==> src/rtl/dcg_pkg.sv <==
package dcg_pkg;
  localparam int REG_W   = 32;
  localparam int CKE_LSB = 0;
  localparam int CKE_W   = 5;
  localparam int RTP_LSB = 5;
  localparam int RTP_W   = 3;
  localparam int XRD_LSB = 8;
  localparam int XRD_W   = 8;
  localparam int XNR_LSB = 16;
  localparam int XNR_W   = 7;
  localparam int ODT_LSB = 23;
  localparam int ODT_W   = 2;
  localparam int USED_W  = ODT_LSB + ODT_W;

  typedef struct packed {
    logic [ODT_W-1:0] odt;
    logic [XNR_W-1:0] xnr;
    logic [XRD_W-1:0] xrd;
    logic [RTP_W-1:0] rtp;
    logic [CKE_W-1:0] cke;
  } dcg_fields_t;
endpackage

==> src/rtl/dcg_timing_reg.sv <==
module dcg_timing_reg
  import dcg_pkg::*;
#(
  parameter logic [REG_W-1:0] RESET_WORD = '0
) (
  input  logic              clk,
  input  logic              rst_n,
  input  logic              wr,
  input  logic              unlock,
  input  logic [REG_W-1:0]  wdata,
  output logic [REG_W-1:0]  rdata,
  output dcg_fields_t       fields
);
  localparam logic [REG_W-1:0] KEEP_MASK = REG_W'((64'd1 << USED_W) - 64'd1);

  logic [REG_W-1:0] word_q, word_d;
  logic             wr_en;

  assign wr_en = wr & unlock;

  always_comb begin
    word_d = word_q;
    if (wr_en) word_d = wdata & KEEP_MASK;
  end

  always_ff @(posedge clk or negedge rst_n) begin
    if (!rst_n)     word_q <= RESET_WORD & KEEP_MASK;
    else if (wr_en) word_q <= word_d;
  end

  assign rdata  = word_q;
  assign fields = word_q[USED_W-1:0];
endmodule

==> src/rtl/dcg_gap_timer.sv <==
module dcg_gap_timer #(
  parameter int W = 4
) (
  input  logic         clk,
  input  logic         rst_n,
  input  logic         start,
  input  logic [W-1:0] limit,
  output logic         ready
);
  localparam int CW = W + 1;

  logic [CW-1:0] cnt_q, cnt_d;
  logic          cnt_en;

  assign cnt_en = start | (cnt_q != '0);

  always_comb begin
    cnt_d = cnt_q;
    if (start)              cnt_d = {1'b0, limit} + CW'(1);
    else if (cnt_q != '0)   cnt_d = cnt_q - CW'(1);
  end

  always_ff @(posedge clk or negedge rst_n) begin
    if (!rst_n)      cnt_q <= '0;
    else if (cnt_en) cnt_q <= cnt_d;
  end

  assign ready = (cnt_q == '0);
endmodule

==> src/rtl/dcg_cke_pacer.sv <==
module dcg_cke_pacer #(
  parameter int W = 5
) (
  input  logic         clk,
  input  logic         rst_n,
  input  logic         req,
  input  logic [W-1:0] limit,
  output logic         cke,
  output logic         ok
);
  logic flip;
  logic cke_q, cke_d;

  assign flip = req & ok;

  always_comb begin
    cke_d = cke_q;
    if (flip) cke_d = ~cke_q;
  end

  always_ff @(posedge clk or negedge rst_n) begin
    if (!rst_n)    cke_q <= 1'b0;
    else if (flip) cke_q <= cke_d;
  end

  dcg_gap_timer #(.W(W)) u_gap (
    .clk   (clk),
    .rst_n (rst_n),
    .start (flip),
    .limit (limit),
    .ready (ok)
  );

  assign cke = cke_q;
endmodule

==> src/rtl/ddr_cmd_spacing_guard.sv <==
module ddr_cmd_spacing_guard
  import dcg_pkg::*;
#(
  parameter logic [ODT_W-1:0] RST_ODT = 2'h3,
  parameter logic [XNR_W-1:0] RST_XNR = 7'h7F,
  parameter logic [XRD_W-1:0] RST_XRD = 8'hFF,
  parameter logic [RTP_W-1:0] RST_RTP = 3'h7,
  parameter logic [CKE_W-1:0] RST_CKE = 5'h1F
) (
  input  logic              clk,
  input  logic              rst_n,
  input  logic              cfg_wr,
  input  logic [REG_W-1:0]  cfg_wdata,
  input  logic              cfg_unlock,
  output logic [REG_W-1:0]  cfg_rdata,
  input  logic              sr_exit,
  input  logic              rd_issue,
  input  logic              cke_flip_req,
  output logic              cke_out,
  output logic              rd_ok,
  output logic              nonrd_ok,
  output logic              pre_ok,
  output logic              cke_flip_ok,
  output logic [ODT_W-1:0]  odt_lead
);
  localparam logic [REG_W-1:0] RESET_WORD =
    REG_W'({RST_ODT, RST_XNR, RST_XRD, RST_RTP, RST_CKE});

  dcg_fields_t f;
  logic        rtp_ready;

  dcg_timing_reg #(.RESET_WORD(RESET_WORD)) u_reg (
    .clk    (clk),
    .rst_n  (rst_n),
    .wr     (cfg_wr),
    .unlock (cfg_unlock),
    .wdata  (cfg_wdata),
    .rdata  (cfg_rdata),
    .fields (f)
  );

  dcg_gap_timer #(.W(XNR_W)) u_xnr (
    .clk (clk), .rst_n (rst_n), .start (sr_exit), .limit (f.xnr), .ready (nonrd_ok)
  );

  dcg_gap_timer #(.W(XRD_W)) u_xrd (
    .clk (clk), .rst_n (rst_n), .start (sr_exit), .limit (f.xrd), .ready (rd_ok)
  );

  dcg_gap_timer #(.W(RTP_W)) u_rtp (
    .clk (clk), .rst_n (rst_n), .start (rd_issue), .limit (f.rtp), .ready (rtp_ready)
  );

  dcg_cke_pacer #(.W(CKE_W)) u_cke (
    .clk   (clk),
    .rst_n (rst_n),
    .req   (cke_flip_req),
    .limit (f.cke),
    .cke   (cke_out),
    .ok    (cke_flip_ok)
  );

  assign pre_ok   = rtp_ready & nonrd_ok;
  assign odt_lead = f.odt;
endmodule

==> config.mk <==
export PLATFORM = sky130hd
export DESIGN_NAME = ddr_cmd_spacing_guard
export DESIGN_NICKNAME = d
export VERILOG_FILES = /design/src/rtl/dcg_pkg.sv /design/src/rtl/dcg_timing_reg.sv /design/src/rtl/dcg_gap_timer.sv /design/src/rtl/dcg_cke_pacer.sv /design/src/rtl/ddr_cmd_spacing_guard.sv
export SDC_FILE = /design/constraint.sdc
export NUM_CORES = 1
export LEC_CHECK = 0
export CORE_MARGIN = 2
export CORE_UTILIZATION = 41
export DETAILED_ROUTE_END_ITERATION = 12
export PLACE_DENSITY = 0.71
export SYNTH_ARGS = -nofsm -noshare
export SYNTH_HDL_FRONTEND = slang
export SYNTH_SLANG_ARGS = --single-unit
==> constraint.sdc <==
create_clock -name clk -period 5.15 [get_ports clk]
set_input_delay 1.545 -clock clk [delete_from_list [all_inputs] [get_ports clk]]
set_output_delay 1.545 -clock clk [all_outputs]
set_load 0.05 [all_outputs]
=== Yosys cells after proc, flatten, opt, wreduce, memory -nomap -nowiden ===
Cells that the tools add are included.

* Register bits after elaboration: 53
* Bits of input ports: 39
* Output and inout bits: 39
* Logic and storage cells: 46

* Add/subtract/negate cells: 8
* Multiplexer cells: 8
* Bitwise logic cells: 8
* Reduce and logical (&&, ||, !) cells: 16

{| class="wikitable"
|+ Operators with widths
! cell !! number
|-
| 9-bit 2-to-1 mux || 2
|-
| 8-bit 2-to-1 mux || 2
|-
| 6-bit 2-to-1 mux || 2
|-
| 8-bit by 1-bit adder with 9-bit output (second input constant) || 1
|-
| 9-bit logical NOT || 1
|-
| 9-bit nonzero test || 1
|-
| 9-bit by 1-bit subtractor with 9-bit output (second input constant) || 1
|-
| 7-bit by 1-bit adder with 8-bit output (second input constant) || 1
|-
| 8-bit logical NOT || 1
|-
| 4-bit 2-to-1 mux || 2
|-
| 2-bit AND reduction || 4
|-
| 2-bit nonzero test || 4
|-
| 8-bit nonzero test || 1
|-
| 8-bit by 1-bit subtractor with 8-bit output (second input constant) || 1
|-
| 5-bit by 1-bit adder with 6-bit output (second input constant) || 1
|-
| 6-bit logical NOT || 1
|-
| 6-bit nonzero test || 1
|-
| 6-bit by 1-bit subtractor with 6-bit output (second input constant) || 1
|-
| 3-bit by 1-bit adder with 4-bit output (second input constant) || 1
|-
| 4-bit logical NOT || 1
|-
| 1-bit OR || 4
|-
| 4-bit nonzero test || 1
|-
| 4-bit by 1-bit subtractor with 4-bit output (second input constant) || 1
|-
| 1-bit bitwise AND || 3
|-
| 1-bit NOT || 1
|}

=== Depth between registers and ports, before layout ===
* Depth after elaboration: 4
* Mapped depth: 7

=== Modules after synthesis ===
Synthesis repeated with hierarchy kept, for this count alone.

* Cell total of the unflattened synthesis: 282
* Area, all modules: 3,195.6 um^2

{| class="wikitable"
|+ By module, submodules not included
! module !! instances !! cells an instance !! area an instance (um^2) !! sequential area each (um^2)
|-
| dcg_timing_reg || 1 || 86 || 1,286.2 || 656.9
|-
| dcg_gap_timer at u_xrd || 1 || 63 || 608.1 || 225.2
|-
| dcg_gap_timer at u_xnr || 1 || 59 || 556.8 || 200.2
|-
| dcg_gap_timer at u_cke.u_gap || 1 || 45 || 424.2 || 150.1
|-
| dcg_gap_timer at u_rtp || 1 || 25 || 264.0 || 100.1
|-
| dcg_cke_pacer || 1 || 3 || 50.0 || 25.0
|-
| ddr_cmd_spacing_guard || 1 || 1 || 6.3 || 0.0
|}

=== Least setup slack after synthesis ===
OpenSTA, ideal clock, no wires.

* Path type: flip-flop to output port
* Start: register u_xnr.cnt_q[4]
* End: output port pre_ok
* Data arrival time: 2,001 ps
* Required time: 3,605 ps
* Setup slack: 1,604 ps
* Cell stages (with the launch flop): 4
* Cell sequence: dfrtp_1 > or4_4 > or3_4 > nor2_1

* Word-level cells in the longest chain between the ends: 2

{| class="wikitable"
|+ Ends and longest elaborated chain
! element !! line !! text
|-
| from (decl) || dcg_gap_timer.sv:12 || <nowiki>logic [CW-1:0] cnt_q, cnt_d;</nowiki>
|-
| from (signal assigned) || dcg_gap_timer.sv:25 || <nowiki>else if (cnt_en) cnt_q <= cnt_d;</nowiki>
|-
| 8-bit logical NOT || dcg_gap_timer.sv:28 || <nowiki>assign ready = (cnt_q == '0);</nowiki>
|-
| 1-bit bitwise AND || ddr_cmd_spacing_guard.sv:63 || <nowiki>assign pre_ok = rtp_ready & nonrd_ok;</nowiki>
|-
| to (decl) || ddr_cmd_spacing_guard.sv:22 || <nowiki>output logic pre_ok,</nowiki>
|}

Every way passes these cells.

=== Worst setup path in the final report ===
* Start: register u_xrd.cnt_q[0]
* End: output port rd_ok

* Word-level cells in the longest chain between the ends: 1

{| class="wikitable"
|+ Ends and longest elaborated chain
! element !! line !! text
|-
| from (decl) || dcg_gap_timer.sv:12 ||
|-
| from (signal assigned) || dcg_gap_timer.sv:25 ||
|-
| 9-bit logical NOT || dcg_gap_timer.sv:28 ||
|-
| to (decl) || ddr_cmd_spacing_guard.sv:20 || <nowiki>output logic rd_ok,</nowiki>
|}

Every way passes these cells.

==> results.md <==
- The type of the most critical hold path is reg -> reg.
- The final RePlAce weighted congestion is 0.808.
- The final design utilization is 53.5%.
- The wire length of the first global-routing pass is 9580 um.
- The aggregate negative setup slack is 0 ps.
- In this run, post-CTS repair resized a total of 0 instances.
- The area of the mapped netlist is 0.00285 mm2.
- The clock insertion delay at the later pin of the skew report is 300 ps.
- The critical path in this run is classified as reg -> out.
- The tool flagged a number of max-cap violations equal to 0.
- The final count of hold timing violations is 0.
- Dividing the detail-routed wire length by the instance count gives 14.2 um.
- Once detail routing completed, the nets flagged for antenna violations numbered 0.
- Setup violations remaining at the end of the flow were counted as 0.
- The synthesized design devotes to its leading area cell type 24.6% of total area.
- 78 I/O pins were placed.
- The flow ran to the end, and the final reports show no timing, DRC or antenna violations.
- The first TritonRoute pass finished after 4 iterations.
- IR analysis of the VDD net gives a maximum drop of 0.000197 V.
- The leakage power summed over all cells is 1.49 nW.
- The minimum clock period is 4250 ps.
- The final clock period utilization by the worst path is 82.5%.
- The via count is 2,102.
- Summing all flip-flop and latch instances after layout gives 0.00136 mm2.
- At the placement stage, the worst setup path has a slack of 1250 ps.
- The final setup slack of the worst path is 903 ps.
- The warning count from the yosys run is 0.
- After synthesis, flip-flops and latches occupy 47.6% of the total area.
- In the synthesized netlist the dominant register cell turns out to be sky130_fd_sc_hd__dfrtp_1.
- The clock slew seen by the registers of the worst setup and hold paths is 90 ps.
- The most numerous cell in the Yosys netlist is sky130_fd_sc_hd__mux2_2.
- The worst pin sits at a relative slew slack of 29.8%.
- The maximum operating frequency is 235 MHz.
- The number of antenna cells inserted is 0.
- Data on the critical path is required at its endpoint by 3610 ps.
- The power density over the cells is 373 mW/mm2.
- The total power is 1.35 mW.
- The number of clock buffers inserted by TritonCTS is 5.
- The detailed router finished its first iteration with 82 violations.
- The multi-input logic area is 0.00137 mm2.
- The wire length reported by the detailed router is 5710 um.
- The initial antenna violation count is 0.
- Relative to the synthesized area, the layout overhead comes to 26.7%.
- Once the floorplan was initialized, standard cells occupied 42.2% of the core.
- The ratio of routed vias to standard cells is 5.22.
- The number of max-slew violations in the final report was 0.
- The floorplan die height is 87.4 um.
- Entering global routing, the biggest net connects 32 pins.
- Global routing used 15.7% of the available tracks.
- The fraction of layout instances using a drive strength above 1 is 21.4%.
- The core region area is 0.00676 mm2.
- The kind of launch point of the worst setup path is a register.
- The layout has 601 filler cells.
- The number of placement rows is 30.
- The cell type with the largest total area after synthesis is sky130_fd_sc_hd__dfrtp_1.
- The worst setup path is captured at an output pin.
- The area enclosed by the die boundary is 0.00764 mm2.
- The clock passes through at most 2 buffers.
- The clock root buffer master is sky130_fd_sc_hd__clkbuf_8.
- Summed over all layers, the global routing overflow is 0.
- The number of flops mapped to enable cells by yosys is 0.
- After synthesis, the share of flip-flops with an asynchronous set or reset is 100%.
- The post-placement cell count is 395.
- TritonCTS built the clock tree.
- Data arrives at the worst endpoint at 2700 ps.
- Counting every sink on the clock net gives 53.
- Port buffering added 63 buffers.
- After clock tree synthesis, the flow added hold-fix buffers numbering 0.
- Counting instances in the post-synthesis netlist gives the leading cell types as sky130_fd_sc_hd__mux2_2 (29), sky130_fd_sc_hd__dfrtp_1 (28), sky130_fd_sc_hd__dfstp_2 (25).
- The via count of the first global-routing pass came to 2,045.
- A synthesized cell averages 10.9 um2.
- The number of different library cells used by synthesis comes to 45.
- The net count of the finished layout is 371.
- The number of standard cells in the final layout excluding fillers is 403.
- In this run the worst path has a maximum fanout of 7.
- The number of remaining DRC errors is 0.
- After legalization and detailed placement, the total HPWL measured 4240 um.
- Setup repair after global routing left no endpoint under its margin.
- For the pin with the worst max-slew slack, the measured transition is 1050 ps.
- The horizontal die dimension is 87.4 um.
- Buffers added to address setup during post-CTS repair amount to 0.
- The clock tree skew after final layout is 5.22 ps.
- Counting flops and latches in the post-synthesis netlist gives 53.
- Sorting the synthesized cells by area gives the leading types as sky130_fd_sc_hd__dfrtp_1 (25%), sky130_fd_sc_hd__dfstp_2 (23%), sky130_fd_sc_hd__mux2_2 (11%), sky130_fd_sc_hd__ha_1 (4.4%), sky130_fd_sc_hd__xnor2_1 (4.3%).
- After technology mapping, the gate count stands at 261.
- The number of levels the H-tree was split into is 2.
==> cells in the final DEF, fill, tap and decap left out, types with 4 or more instances in the layout <==
cell	synthesis	routed
sky130_fd_sc_hd__a21oi_1	13	13
sky130_fd_sc_hd__clkbuf_8	0	7
sky130_fd_sc_hd__clkdlybuf4s50_1	0	62
sky130_fd_sc_hd__conb_1	1	7
sky130_fd_sc_hd__dfrtp_1	28	28
sky130_fd_sc_hd__dfstp_2	25	25
sky130_fd_sc_hd__ha_1	10	10
sky130_fd_sc_hd__inv_1	14	14
sky130_fd_sc_hd__mux2_2	29	29
sky130_fd_sc_hd__mux2i_1	9	9
sky130_fd_sc_hd__nand2_1	15	15
sky130_fd_sc_hd__nand3_1	12	12
sky130_fd_sc_hd__nand4_1	4	4
sky130_fd_sc_hd__nor2_1	11	11
sky130_fd_sc_hd__nor3_1	5	5
sky130_fd_sc_hd__o21ai_0	6	6
sky130_fd_sc_hd__xnor2_1	14	14
sky130_fd_sc_hd__xor2_1	10	10
==> sequential cells by signal, summed over array words and instances (netlist names) <==
| signal | count |
|---|---|
| u_rtp.cnt_q | 4 |
| u_reg.rdata | 25 |
| u_xrd.cnt_q | 9 |
| u_cke.cke | 1 |
| u_xnr.cnt_q | 8 |
| u_cke.u_gap.cnt_q | 6 |
==> logic make-up (layout without fill, tap and decap cells) <==
kind of cell | Yosys count | after routing | synth area share, %
simple gates | 66 | 66 | 12.3
compound gates | 38 | 38 | 8.25
buf+inv | 31 | 87 | 5.35
flops | 53 | 53 | 47.6
mux | 38 | 38 | 14.6
xor+xnor | 24 | 24 | 7.37
fa+ha+maj | 10 | 10 | 4.39
other cells | 1 | 7 | 0.131
==> per-stage QoR <==
step	area, um2	hold slack [ps]
2_1_floorplan	2880	489
3_3_place_gp	3510	464
3_5_place_dp	3510	491
4_1_cts	3610	514
5_1_grt	3610	527
6_report	3610	501
==> report_power, final <==
part	internal, mW	leakage, nW	switching [mW]
Combinational	0.212	0.837	0.280
Sequential	0.518	0.602	0.0836
Clock	0.122	0.0542	0.132
==> metal layers <==
layer / part of all wire, % / GRT usage, % / up-vias
met5: 0 / 0 / -
met4: 0.95 / 3.78 / 0
met3: 3.8 / 3.32 / 4
met2: 50 / 26.8 / 48
met1: 45 / 20.4 / 1025
li1: - / - / 1025
==> cell type report <==
| cell class | count | area share [%] |
|---|---|---|
| multi-input cells | 183 | 37.8 |
| flip-flops and latches | 53 | 37.6 |
| repair buffers | 64 | 17.5 |
| well taps | 80 | 2.77 |
| clock buffers | 7 | 2.67 |
| inverters | 15 | 1.59 |
| clock inverters | 1 | 0.138 |
==> worst paths after layout <==
| check | from | to | slack [ps] | cells after the start |
|---|---|---|---|---|
| min in group asynchronous | rst_n | u_cke.u_gap.cnt_q[0]$_DFFE_PN0P_ | 1280 | 1 |
| max in group asynchronous | rst_n | u_reg.rdata[8]$_DFFE_PN1P_ | 3050 | 2 |
| worst max register to register | u_cke.u_gap.cnt_q[0]$_DFFE_PN0P_ | u_cke.u_gap.cnt_q[0]$_DFFE_PN0P_ | 3090 | 6 |
| worst min-delay path | u_cke.cke$_DFFE_PN0P_ | u_cke.cke$_DFFE_PN0P_ | 500 | 1 |
| worst min register to register | u_cke.cke$_DFFE_PN0P_ | u_cke.cke$_DFFE_PN0P_ | 500 | 1 |
| worst max-delay path | u_xrd.cnt_q[0]$_DFFE_PN0P_ | rd_ok | 900 | 6 |
==> critical path, stage by stage, from the launching register on <==
cell	delay, ps
sky130_fd_sc_hd__dfrtp_1	420
sky130_fd_sc_hd__inv_1	80
sky130_fd_sc_hd__ha_1	230
sky130_fd_sc_hd__nor3b_1	400
sky130_fd_sc_hd__nand3_1	360
sky130_fd_sc_hd__inv_1	120
sky130_fd_sc_hd__clkdlybuf4s50_1	800
No activity file was read; power rests on OpenSTA's default activity.
